`src/rtl/gcount_cmp_timer.sv`:
```
module gcount_cmp_timer #(
  parameter int CNT_W    = 64,
  parameter int NUM_IRQ  = 64,
  parameter int NUM_CORE = 4
) (
  input  logic        clk,
  input  logic        rst_n,
  input  logic        bus_local,
  input  logic [5:0]  bus_word,
  input  logic        bus_we,
  input  logic        bus_re,
  input  logic [31:0] bus_wdata,
  output logic [31:0] bus_rdata,
  output logic        irq
);

  localparam logic [3:0] WIDTH_CODE = 4'(CNT_W / 4 - 8);
  localparam logic [7:0] IRQ_CNT    = 8'(NUM_IRQ);
  localparam logic [7:0] CORE_CNT   = 8'(NUM_CORE);

  localparam logic [5:0] W_CFG   = 6'h00;
  localparam logic [5:0] W_CLO   = 6'h04;
  localparam logic [5:0] W_CHI   = 6'h05;
  localparam logic [5:0] W_PEND  = 6'h01;
  localparam logic [5:0] W_MASK  = 6'h02;
  localparam logic [5:0] W_RMASK = 6'h03;
  localparam logic [5:0] W_SMASK = 6'h04;
  localparam logic [5:0] W_PLO   = 6'h28;
  localparam logic [5:0] W_PHI   = 6'h29;

  logic [CNT_W-1:0] cnt_q, cmp_q;
  logic [31:0]      shadow_q;
  logic             stop_q, pend_q, mask_q;
  logic [63:0]      cnt_x, cmp_x;

  assign cnt_x = 64'(cnt_q);
  assign cmp_x = 64'(cmp_q);

  wire sh_wr  = bus_we & ~bus_local;
  wire lc_wr  = bus_we &  bus_local;
  wire wr_cfg = sh_wr & (bus_word == W_CFG);
  wire wr_clo = sh_wr & (bus_word == W_CLO);
  wire wr_chi = sh_wr & (bus_word == W_CHI);
  wire rd_clo = bus_re & ~bus_local & (bus_word == W_CLO);
  wire wr_plo = lc_wr & (bus_word == W_PLO);
  wire wr_phi = lc_wr & (bus_word == W_PHI);
  wire wr_rm  = lc_wr & (bus_word == W_RMASK) & bus_wdata[1];
  wire wr_sm  = lc_wr & (bus_word == W_SMASK) & bus_wdata[1];
  wire hit    = (cnt_q == cmp_q);

  always_ff @(posedge clk or negedge rst_n) begin
    if (!rst_n) begin
      cnt_q    <= '0;
      cmp_q    <= '1;
      shadow_q <= '0;
      stop_q   <= 1'b0;
      pend_q   <= 1'b0;
      mask_q   <= 1'b0;
    end else begin
      if (wr_clo)      cnt_q <= CNT_W'({cnt_x[63:32], bus_wdata});
      else if (wr_chi) cnt_q <= CNT_W'({bus_wdata, cnt_x[31:0]});
      else if (!stop_q) cnt_q <= cnt_q + 1'b1;

      if (wr_cfg) stop_q <= bus_wdata[28];
      if (rd_clo) shadow_q <= cnt_x[63:32];

      if (wr_plo)      cmp_q <= CNT_W'({cmp_x[63:32], bus_wdata});
      else if (wr_phi) cmp_q <= CNT_W'({bus_wdata, cmp_x[31:0]});

      if (wr_plo | wr_phi) pend_q <= 1'b0;
      else if (hit)        pend_q <= 1'b1;

      if (wr_rm)      mask_q <= 1'b0;
      else if (wr_sm) mask_q <= 1'b1;
    end
  end

  always_comb begin
    bus_rdata = '0;
    if (!bus_local) begin
      case (bus_word)
        W_CFG:   bus_rdata = {3'b000, stop_q, WIDTH_CODE, 8'h00, IRQ_CNT, CORE_CNT};
        W_CLO:   bus_rdata = cnt_x[31:0];
        W_CHI:   bus_rdata = shadow_q;
        default: bus_rdata = '0;
      endcase
    end else begin
      case (bus_word)
        W_PEND:  bus_rdata = {30'b0, pend_q, 1'b0};
        W_MASK:  bus_rdata = {30'b0, mask_q, 1'b0};
        W_PLO:   bus_rdata = cmp_x[31:0];
        W_PHI:   bus_rdata = cmp_x[63:32];
        default: bus_rdata = '0;
      endcase
    end
  end

  assign irq = pend_q & mask_q;

endmodule

```
`config.mk`:
```
export PLATFORM = sky130hd
export DESIGN_NAME = gcount_cmp_timer
export DESIGN_NICKNAME = d
export VERILOG_FILES = /design/src/rtl/gcount_cmp_timer.sv
export SDC_FILE = /design/constraint.sdc
export NUM_CORES = 1
export LEC_CHECK = 0
export BUFFER_PORTS_ARGS = -buffer_cell sky130_fd_sc_hd__buf_2
export CAP_MARGIN = 10
export CORE_UTILIZATION = 40
export CTS_BUF_LIST = sky130_fd_sc_hd__clkbuf_8
export DETAILED_ROUTE_END_ITERATION = 8
export PLACE_DENSITY = 0.59
export SLEW_MARGIN = 20
export SYNTH_ARGS = -nofsm -noshare
export SYNTH_HDL_FRONTEND = slang
export SYNTH_SLANG_ARGS = --single-unit
export TNS_END_PERCENT = 50
```
`constraint.sdc`:
```
create_clock -name clk -period 5 [get_ports clk]
set_input_delay 1 -clock clk [delete_from_list [all_inputs] [get_ports clk]]
set_output_delay 1 -clock clk [all_outputs]
set_load 0.01 [all_outputs]
```
==> parameters.txt, run 1 <==
Parameter                              Value

Clock network
  Cts repair resizes ... 0
  Total number of H-tree levels ... 4
  Clock tree sinks ... roughly 160
  Post CTS Setup Buffer Count ... 0
  CTS Buffer Depth ... 2
  Total CTS buffers ... 17
  Clk_lat worst skew ... between 0.4 and 0.5 ns
  Clock transition at path regs ... 0.10 ns
  Root buffer cell ... clkbuf_8
  Clock tree from TritonCTS ... built
  # hold bufs at CTS ... 0

Timing
  Max-slew headroom at the worst pin ... 0.217
  Total negative setup slack ... 0 ns
  Setup repair after global routing missed its margin ... false
  Final Slew Violations ... 0
  Shortest clock period the worst path allows after layout ... 4.17 ns
  Hold WS ... 0.509 ns
  Final hold viol count ... 0
  Final Skew ... roughly 0.014 ns
  Transition time at the pin with the least slew margin ... 1.17 ns
  Final critical-path share of the clock period ... 0.835
  Setup-failing EPs final ... 0
  Fmax ... around 240 MHz

Logic synthesis
  Most repeated cell in the gate-level netlist after synthesis ... dfrtp_1
  Cells after Synth ... slightly below 1000
  Net Count, Synth ... ~1000
  Fraction of synthesis flops using an asynchronous set or reset pin ... 1.00
  Count of warnings emitted by yosys ... 0
  Cell area after synthesis ... 0.00968 mm^2
  Number of enable-type register cells in the synthesized netlist ... 0
  Count of state elements after synthesis ... between 150 and 200
  Cell variety after synth ... 68
  Largest area contributor in the synthesized netlist ... dfrtp_1
  Commonest cells in the synthesized netlist ... 99 x dfrtp_1, 98 x mux2_2, 67 x nand2_1
  Dominant cells by area after synthesis ... dfrtp_1 26%, dfstp_2 17%, mux2_2 11%
  Syn Area/Cell ... 9.97 um^2
  Sequential cell area fraction in the yosys report ... 0.430
  Fraction of synthesized cell area taken by the top area cell type ... 0.256
  Primary flip-flop cell chosen by synthesis mapping ... dfrtp_1

Critical path
  Buf+Inv Stages, Crit Path ... 3
  Worst endpoint required time ... approximately 4 ns
  Arrival time reported for the critical path endpoint ... 3.17 ns
  Kind of end point of the critical path ... output pin
  Critical path class ... in -> out
  Worst Setup Start Kind ... input port
  Top delay family on crit path ... simple AND/OR/NAND/NOR gates
  CP Cell Sequence ... buf_2 > or4b_1 > nor2_1 > nand2_1 > buf_4 > o22ai_1 > buf_2
  Critical path's largest stage delay ... approximately 0.66 ns
  Cell with the largest stage delay on the worst path ... or4b_1
  Most common cell type on the critical path ... buf_2
  Max Fanout on Critical Path ... 14

Cells and area
  End-of-flow core utilization ... 0.453
  Share of layout cells above drive strength 1 ... 0.311
  Area Growth Syn to Fin ... 10.6%
  Number of fillers in the final layout ... 2301
  Final #Nets ... roughly 1000
  Antenna diode count ... 0

Power
  Switching Share ... 0.363
  Clock power frac ... 0.272
  Power per unit of standard cell area ... between 300 and 400 mW/mm^2
  Switch Pwr ... approximately 1.3 mW
  Leakage power total ... 4.66 nW
  Internal power of the cells ... approximately 2.3 mW
  Peak supply drop ... about 0.16 mV
  Power share of the sequential group ... 0.515
  Total power after layout ... ~3.6 mW
  Combinational cell fraction of total power ... 0.213

Floorplanning
  Width of the chip ... about 160 um
  Die area ... ~0.025 mm^2
  Row cnt ... between 50 and 60
  Starting density of the core ... 0.410
  Total I/O pin count ... 76
  Total core area ... approximately 0.024 mm^2
  Vert. Die Dim ... around 160 um

Detailed routing
  Total Wirelength ... ~33000 um
  Number of DRC markers in iteration 0 ... about 740
  Routed length per placed instance ... 24.8 um
  Number of search-and-repair iterations in the first detailed-routing pass ... 6
  Total vias in the final route ... 8385
  Antenna Violating Nets Remaining ... 0
  Drc violations ... 0
  Number of vias per cell after detailed routing ... roughly 6.3

Global route
  Total global routing track utilization ... 0.279
  Met1 capacity usage during global routing ... 0.376
  GR peak layer ... met2
  Wire length of the first global-routing pass ... between 50000 and 60000 um
  Met2 track demand over resource in global routing ... 0.438
  GR Layer Usage met3 ... 0.0523
  Largest net degree at the start of global routing ... 103
  Overall overflow remaining after global route ... 0
  Number of global-route vias before repair ... 8121
  Initial antenna violation count ... 0

Placed design
  Gp weighted congestion ... 0.947
  Detailed-placement wirelength estimate ... ~24000 um
  Port-buffer cells ... 75

Run status
  Run status ... finished clean

Hold path
  Worst hold path type ... reg -> reg

Job
  Maximum capacitance violations ... 0
path summary, 6_finish.rpt:
kind / cells past startpoint / start / to / slack [ns]
max in group asynchronous: 2 / rst_n / cmp_q[18] / 3.29
min in group asynchronous: 1 / rst_n / cnt_q[2] / 0.64
hold / removal: 1 / shadow_q[28] / shadow_q[28] / 0.51
setup reg to reg: 7 / cnt_q[8] / cnt_q[40] / 1.72
hold reg to reg: 1 / shadow_q[28] / shadow_q[28] / 0.51
setup / recovery: 7 / bus_word[5] / bus_rdata[5] / 0.83
metal layers:
layer,up-vias,part of all wire,wire [um]
met4,0,0.036,1200
met2,370,0.46,15100
li1,3740,-,-
met1,4208,0.43,14300
met5,-,0,0
met3,67,0.075,2500
flip-flops by register name (all words and copies together), names as in the netlist:
name	flops
cmp_q	64
cnt_q	64
shadow_q	32
mask_q	1
pend_q	1
stop_q	1
worst reg2reg max path, cell delays in order, from the launching register on:
cell,delay (ns)
dfrtp_1,0.57
nand4_1,0.26
or4_1,0.79
nor3_2,0.64
buf_4,0.29
nand2_1,0.10
or4_1,0.48
nand3_1,0.09
through the flow:
step / instance area, um^2 / cells / setup slack, ns
after floorplan: 9680 / 970 / 1.56
after global placement: 10300 / 1305 / 0.897
after detailed placement: 10300 / 1305 / 0.849
after CTS: 10700 / 1337 / 0.846
after global routing: 10700 / 1337 / 0.738
final: 10700 / 1337 / 0.826
cells by family after synthesis:
logic type,share of synthesized area
muxes,0.140
DFF,0.430
AOI/OAI and AO/OA,0.170
buffers and inverters,0.0393
adders and majority gates,0.00129
and+or+nand+nor,0.161
xor gates and xnor gates,0.0588
power groups by stage:
stage | Clock (mW) | Combinational [mW] | Sequential, mW
5_1_grt | 1.04 | 0.832 | 1.91
3_5_place_dp | 0 | 0.756 | 1.88
3_3_place_gp | 0 | 0.756 | 1.87
2_1_floorplan | 0 | 0.606 | 1.69
4_1_cts | 0.996 | 0.761 | 1.86
6_report | 0.983 | 0.773 | 1.86
cell usage in the layout, fill, tap and decap left out, drive strengths merged, types with 16 or more instances in the layout:
cell / count
xor2: 65
o22ai: 33
o21ai: 41
mux2i: 24
nand4: 28
nand2: 68
nor4: 25
nor2: 51
nand3: 45
a21oi: 27
dfstp: 64
a22oi: 43
inv: 16
buf: 97
dfrtp: 99
clkbuf: 21
mux2: 99
final cells by class:
| class | count | area (um^2) | area share |
|---|---|---|---|
| clock inverters | 11 | 104 | 0.00970 |
| clock buffers | 21 | 289 | 0.0270 |
| inverters | 12 | 45.0 | 0.00421 |
| repair buffers | 97 | 547 | 0.0511 |
| multi-input cells | 714 | 5160 | 0.482 |
| flip-flops and latches | 163 | 4160 | 0.388 |
| well taps | 319 | 399 | 0.0373 |
No activity file was read; power rests on OpenSTA's default activity.
==> inputs of run 2 (changes only) <==
- ABC_AREA: unset -> 1
- PLACE_DENSITY: 0.59 -> 0.61
- clock period: 5 -> 3.6 ns (I/O delays scaled with it)
==> parameters.txt, run 2 <==
Parameter                              Value

Critical path
  Top delay family on crit path ... buffers and inverters
  Stages on the worst setup path ... 9
  Flop-to-flop setup slack ... ~0.8 ns
  Cell with the largest stage delay on the worst path ... clkinvlp_4
  Destination of the worst register-to-register timing path ... cnt_q[54]
  Worst flop-to-flop path startpoint ... cnt_q[0]
  CP Cell Sequence ... buf_2 > nor2_2 > nand3_4 > nor2_8 > clkinvlp_4 > o21ai_0 > o21ai_0 > nand2_1 > buf_2
  Buf+Inv Stages, Crit Path ... 3
  Arrival time reported for the critical path endpoint ... 2.43 ns
  Worst endpoint required time ... between 2 and 3 ns
  Worst r2r path cells ... 10
  Worst Setup Start Kind ... input port
  Max Fanout on Critical Path ... 26
  Critical path class ... in -> out
  Critical path's largest stage delay ... about 0.50 ns
  Kind of end point of the critical path ... output pin

Clock network
  Clk_lat worst skew ... just over 0.5 ns
  Total number of H-tree levels ... 4
  Total CTS buffers ... 17
  Post CTS Setup Buffer Count ... 0
  Clock tree from TritonCTS ... built
  Root buffer cell ... clkbuf_8
  Clock tree sinks ... 163
  CTS Buffer Depth ... 2
  Clock transition at path regs ... ~0.11 ns

Power
  Leakage power total ... roughly 5.6 nW
  Peak supply drop ... approximately 0.25 mV
  Power per unit of standard cell area ... 528 mW/mm^2
  Total power after layout ... approximately 6.5 mW

Job
  Maximum capacitance violations ... 0

Global route
  Largest net degree at the start of global routing ... 74
  Initial antenna violation count ... 0
  Wire length of the first global-routing pass ... approximately 64000 um
  Overall overflow remaining after global route ... 0
  Total global routing track utilization ... 0.302
  Number of global-route vias before repair ... about 11000

Floorplanning
  Vert. Die Dim ... 168 um
  Row cnt ... 60
  Die area ... around 0.028 mm^2
  Width of the chip ... between 150 and 200 um
  Total core area ... 0.0270 mm^2
  Starting density of the core ... 0.408
  Total I/O pin count ... between 70 and 80

Placed design
  Gp weighted congestion ... roughly 1.0
  Total instance count after detailed placement ... 2136
  Detailed-placement wirelength estimate ... roughly 31000 um
  Placement-stage cell area ... around 0.012 mm^2
  Pre-CTS setup slack ... ~0.35 ns
  Port-buffer cells ... 75

Detailed routing
  Number of search-and-repair iterations in the first detailed-routing pass ... 6
  Number of vias per cell after detailed routing ... 5.40
  Number of DRC markers in iteration 0 ... 1288
  Total vias in the final route ... between 10000 and 15000
  Antenna Violating Nets Remaining ... 0
  Routed length per placed instance ... 19.2 um
  Total Wirelength ... around 42000 um
  Drc violations ... 0

Logic synthesis
  Simple logic cell fraction of the synthesized area ... 0.373
  Fraction of synthesized cell area in xor and xnor cells ... 0.00874
  Fraction of synthesized cell area taken by the top area cell type ... 0.244
  Most repeated cell in the gate-level netlist after synthesis ... nand2_1
  Combinational family with the most area after synthesis ... simple AND/OR/NAND/NOR gates
  Cell variety after synth ... 39
  Dominant cells by area after synthesis ... nand2_1 24%, dfrtp_1 22%, dfstp_2 15%
  Cells after Synth ... roughly 1800
  Commonest cells in the synthesized netlist ... 717 x nand2_1, 205 x inv_1, 160 x nor2_1
  Cell area after synthesis ... roughly 0.011 mm^2
  Net Count, Synth ... around 1800
  Synthesized-area fraction occupied by ao, oa, aoi and oai cells ... 0.143
  Sequential cell area fraction in the yosys report ... 0.377
  Fraction of synthesis flops using an asynchronous set or reset pin ... 1.00
  Number of enable-type register cells in the synthesized netlist ... 0
  Primary flip-flop cell chosen by synthesis mapping ... dfrtp_1
  Count of state elements after synthesis ... between 150 and 200
  Post-synthesis adder-cell area fraction ... 0.00114
  Count of warnings emitted by yosys ... 0
  Largest area contributor in the synthesized netlist ... nand2_1
  Multiplexer share of the synthesized area ... 0
  Syn Area/Cell ... 6.27 um^2

Cells and area
  Number of fillers in the final layout ... 2941
  Registers with the highest flip-flop counts ... cmp_q: 64 flops, cnt_q: 64 flops, shadow_q: 32 flops
  Antenna diode count ... 0
  Final #Nets ... between 1500 and 2000
  Share of layout cells above drive strength 1 ... 0.121
  Seq. cell area ... between 0.004 and 0.005 mm^2
  Most common library cell in the layout ignoring fill and taps ... nand2_1
  Area Growth Syn to Fin ... 11.5%
  Commonest non-fill, non-tap cells in the layout ... 715 x nand2_1, 207 x inv_1, 160 x nor2_1
  Fin cells ... approximately 2200
  Area of the multi-input gates ... 0.00582 mm^2
  Final design instance area without fill ... 0.0123 mm^2

Timing
  Fmax ... 318 MHz
  Final Skew ... 0.0235 ns
  Shortest clock period the worst path allows after layout ... 3.15 ns
  Final hold viol count ... 0
  Setup repair after global routing missed its margin ... false
  Transition time at the pin with the least slew margin ... 0.852 ns
  Total negative setup slack ... 0 ns
  Max-slew headroom at the worst pin ... 0.430
  Setup-failing EPs final ... 0
  Final Slew Violations ... 0
  Final critical-path share of the clock period ... 0.874
  Final setup slack of the worst path ... roughly 0.45 ns

Run status
  Run status ... finished clean

Hold path
  Worst hold path type ... in -> async
run 2: changes by cell type in the layout (fill, tap and decap cells not counted), sizes merged, moves of 12 or more:
cell    change
a21oi      +22
mux2       -99
inv       +200
nand3      +42
xor2       -56
nand2     +653
o21ai     +139
nor2      +118
a22oi      -36
nor4       -23
mux2i      -24
o311ai     -12
and3       -14
run 2: report_power, final:
part           total (mW)  internal, mW  switching [mW]
Combinational        2.02         0.681            1.33
Clock                1.62         0.822           0.796
Sequential           2.85          2.24           0.605
Total                6.48          3.74            2.74
run 2: what timing repair did:
action,CTS,global route
endpoints found under the hold margin,0,0
endpoints found under the setup margin,0,26
hold buffers,0,0
gates resized for setup,0,1
run 2: per-layer routing:
metal	global-route usage	share of wire	up-vias
li1	-	-	5686
met1	0.417	0.46	5534
met2	0.489	0.46	443
met3	0.0498	0.067	55
met4	0.0798	0.019	0
met5	0	0	-
run 2: how the worst max path moves through the flow:
| stage | start | to | slack, ns |
|---|---|---|---|
| global placement | bus_word[0] | bus_rdata[27] | 0.41 |
| detailed placement | bus_word[0] | bus_rdata[27] | 0.35 |
| floorplan | bus_word[1] | bus_rdata[28] | 1.06 |
| global route | bus_word[5] | bus_rdata[17] | 0.20 |
| CTS | bus_word[0] | bus_rdata[27] | 0.35 |
| finish | bus_word[5] | bus_rdata[27] | 0.45 |
run 2: final cells by class:
type                    instances  share of cell area
clock buffers                  17              0.0190
clock inverters                15              0.0176
inverters                     215              0.0660
multi-input cells            1319               0.474
flip-flops and latches        163               0.339
well taps                     341              0.0347
repair buffers                 98              0.0502
run 2: worst reg2reg max path: cells and delay by family, from the launching register on:
| family | cells | cell delay, ns |
|---|---|---|
| AOI/OAI and AO/OA | 1 | 0.16 |
| buffers and inverters | 1 | 0.15 |
| and+or+nand+nor | 7 | 1.64 |
| adders and majority gates | 1 | 0.29 |
| DFF | 1 | 0.47 |
run 2: stage by stage:
stage | hold slack [ns] | utilization
global placement | 0.468 | 0.438
global route | 0.154 | 0.455
CTS | 0.166 | 0.454
finish | 0.149 | 0.455
floorplan | 0.424 | -
detailed placement | 0.473 | 0.438
run 2: cells by family (layout without fill, tap and decap cells):
logic type	count (synthesis)	after routing
buf+inv	275	345
simple gates	1018	1018
xor+xnor	11	11
fa+ha+maj	1	1
flops	163	163
compound gates	289	289
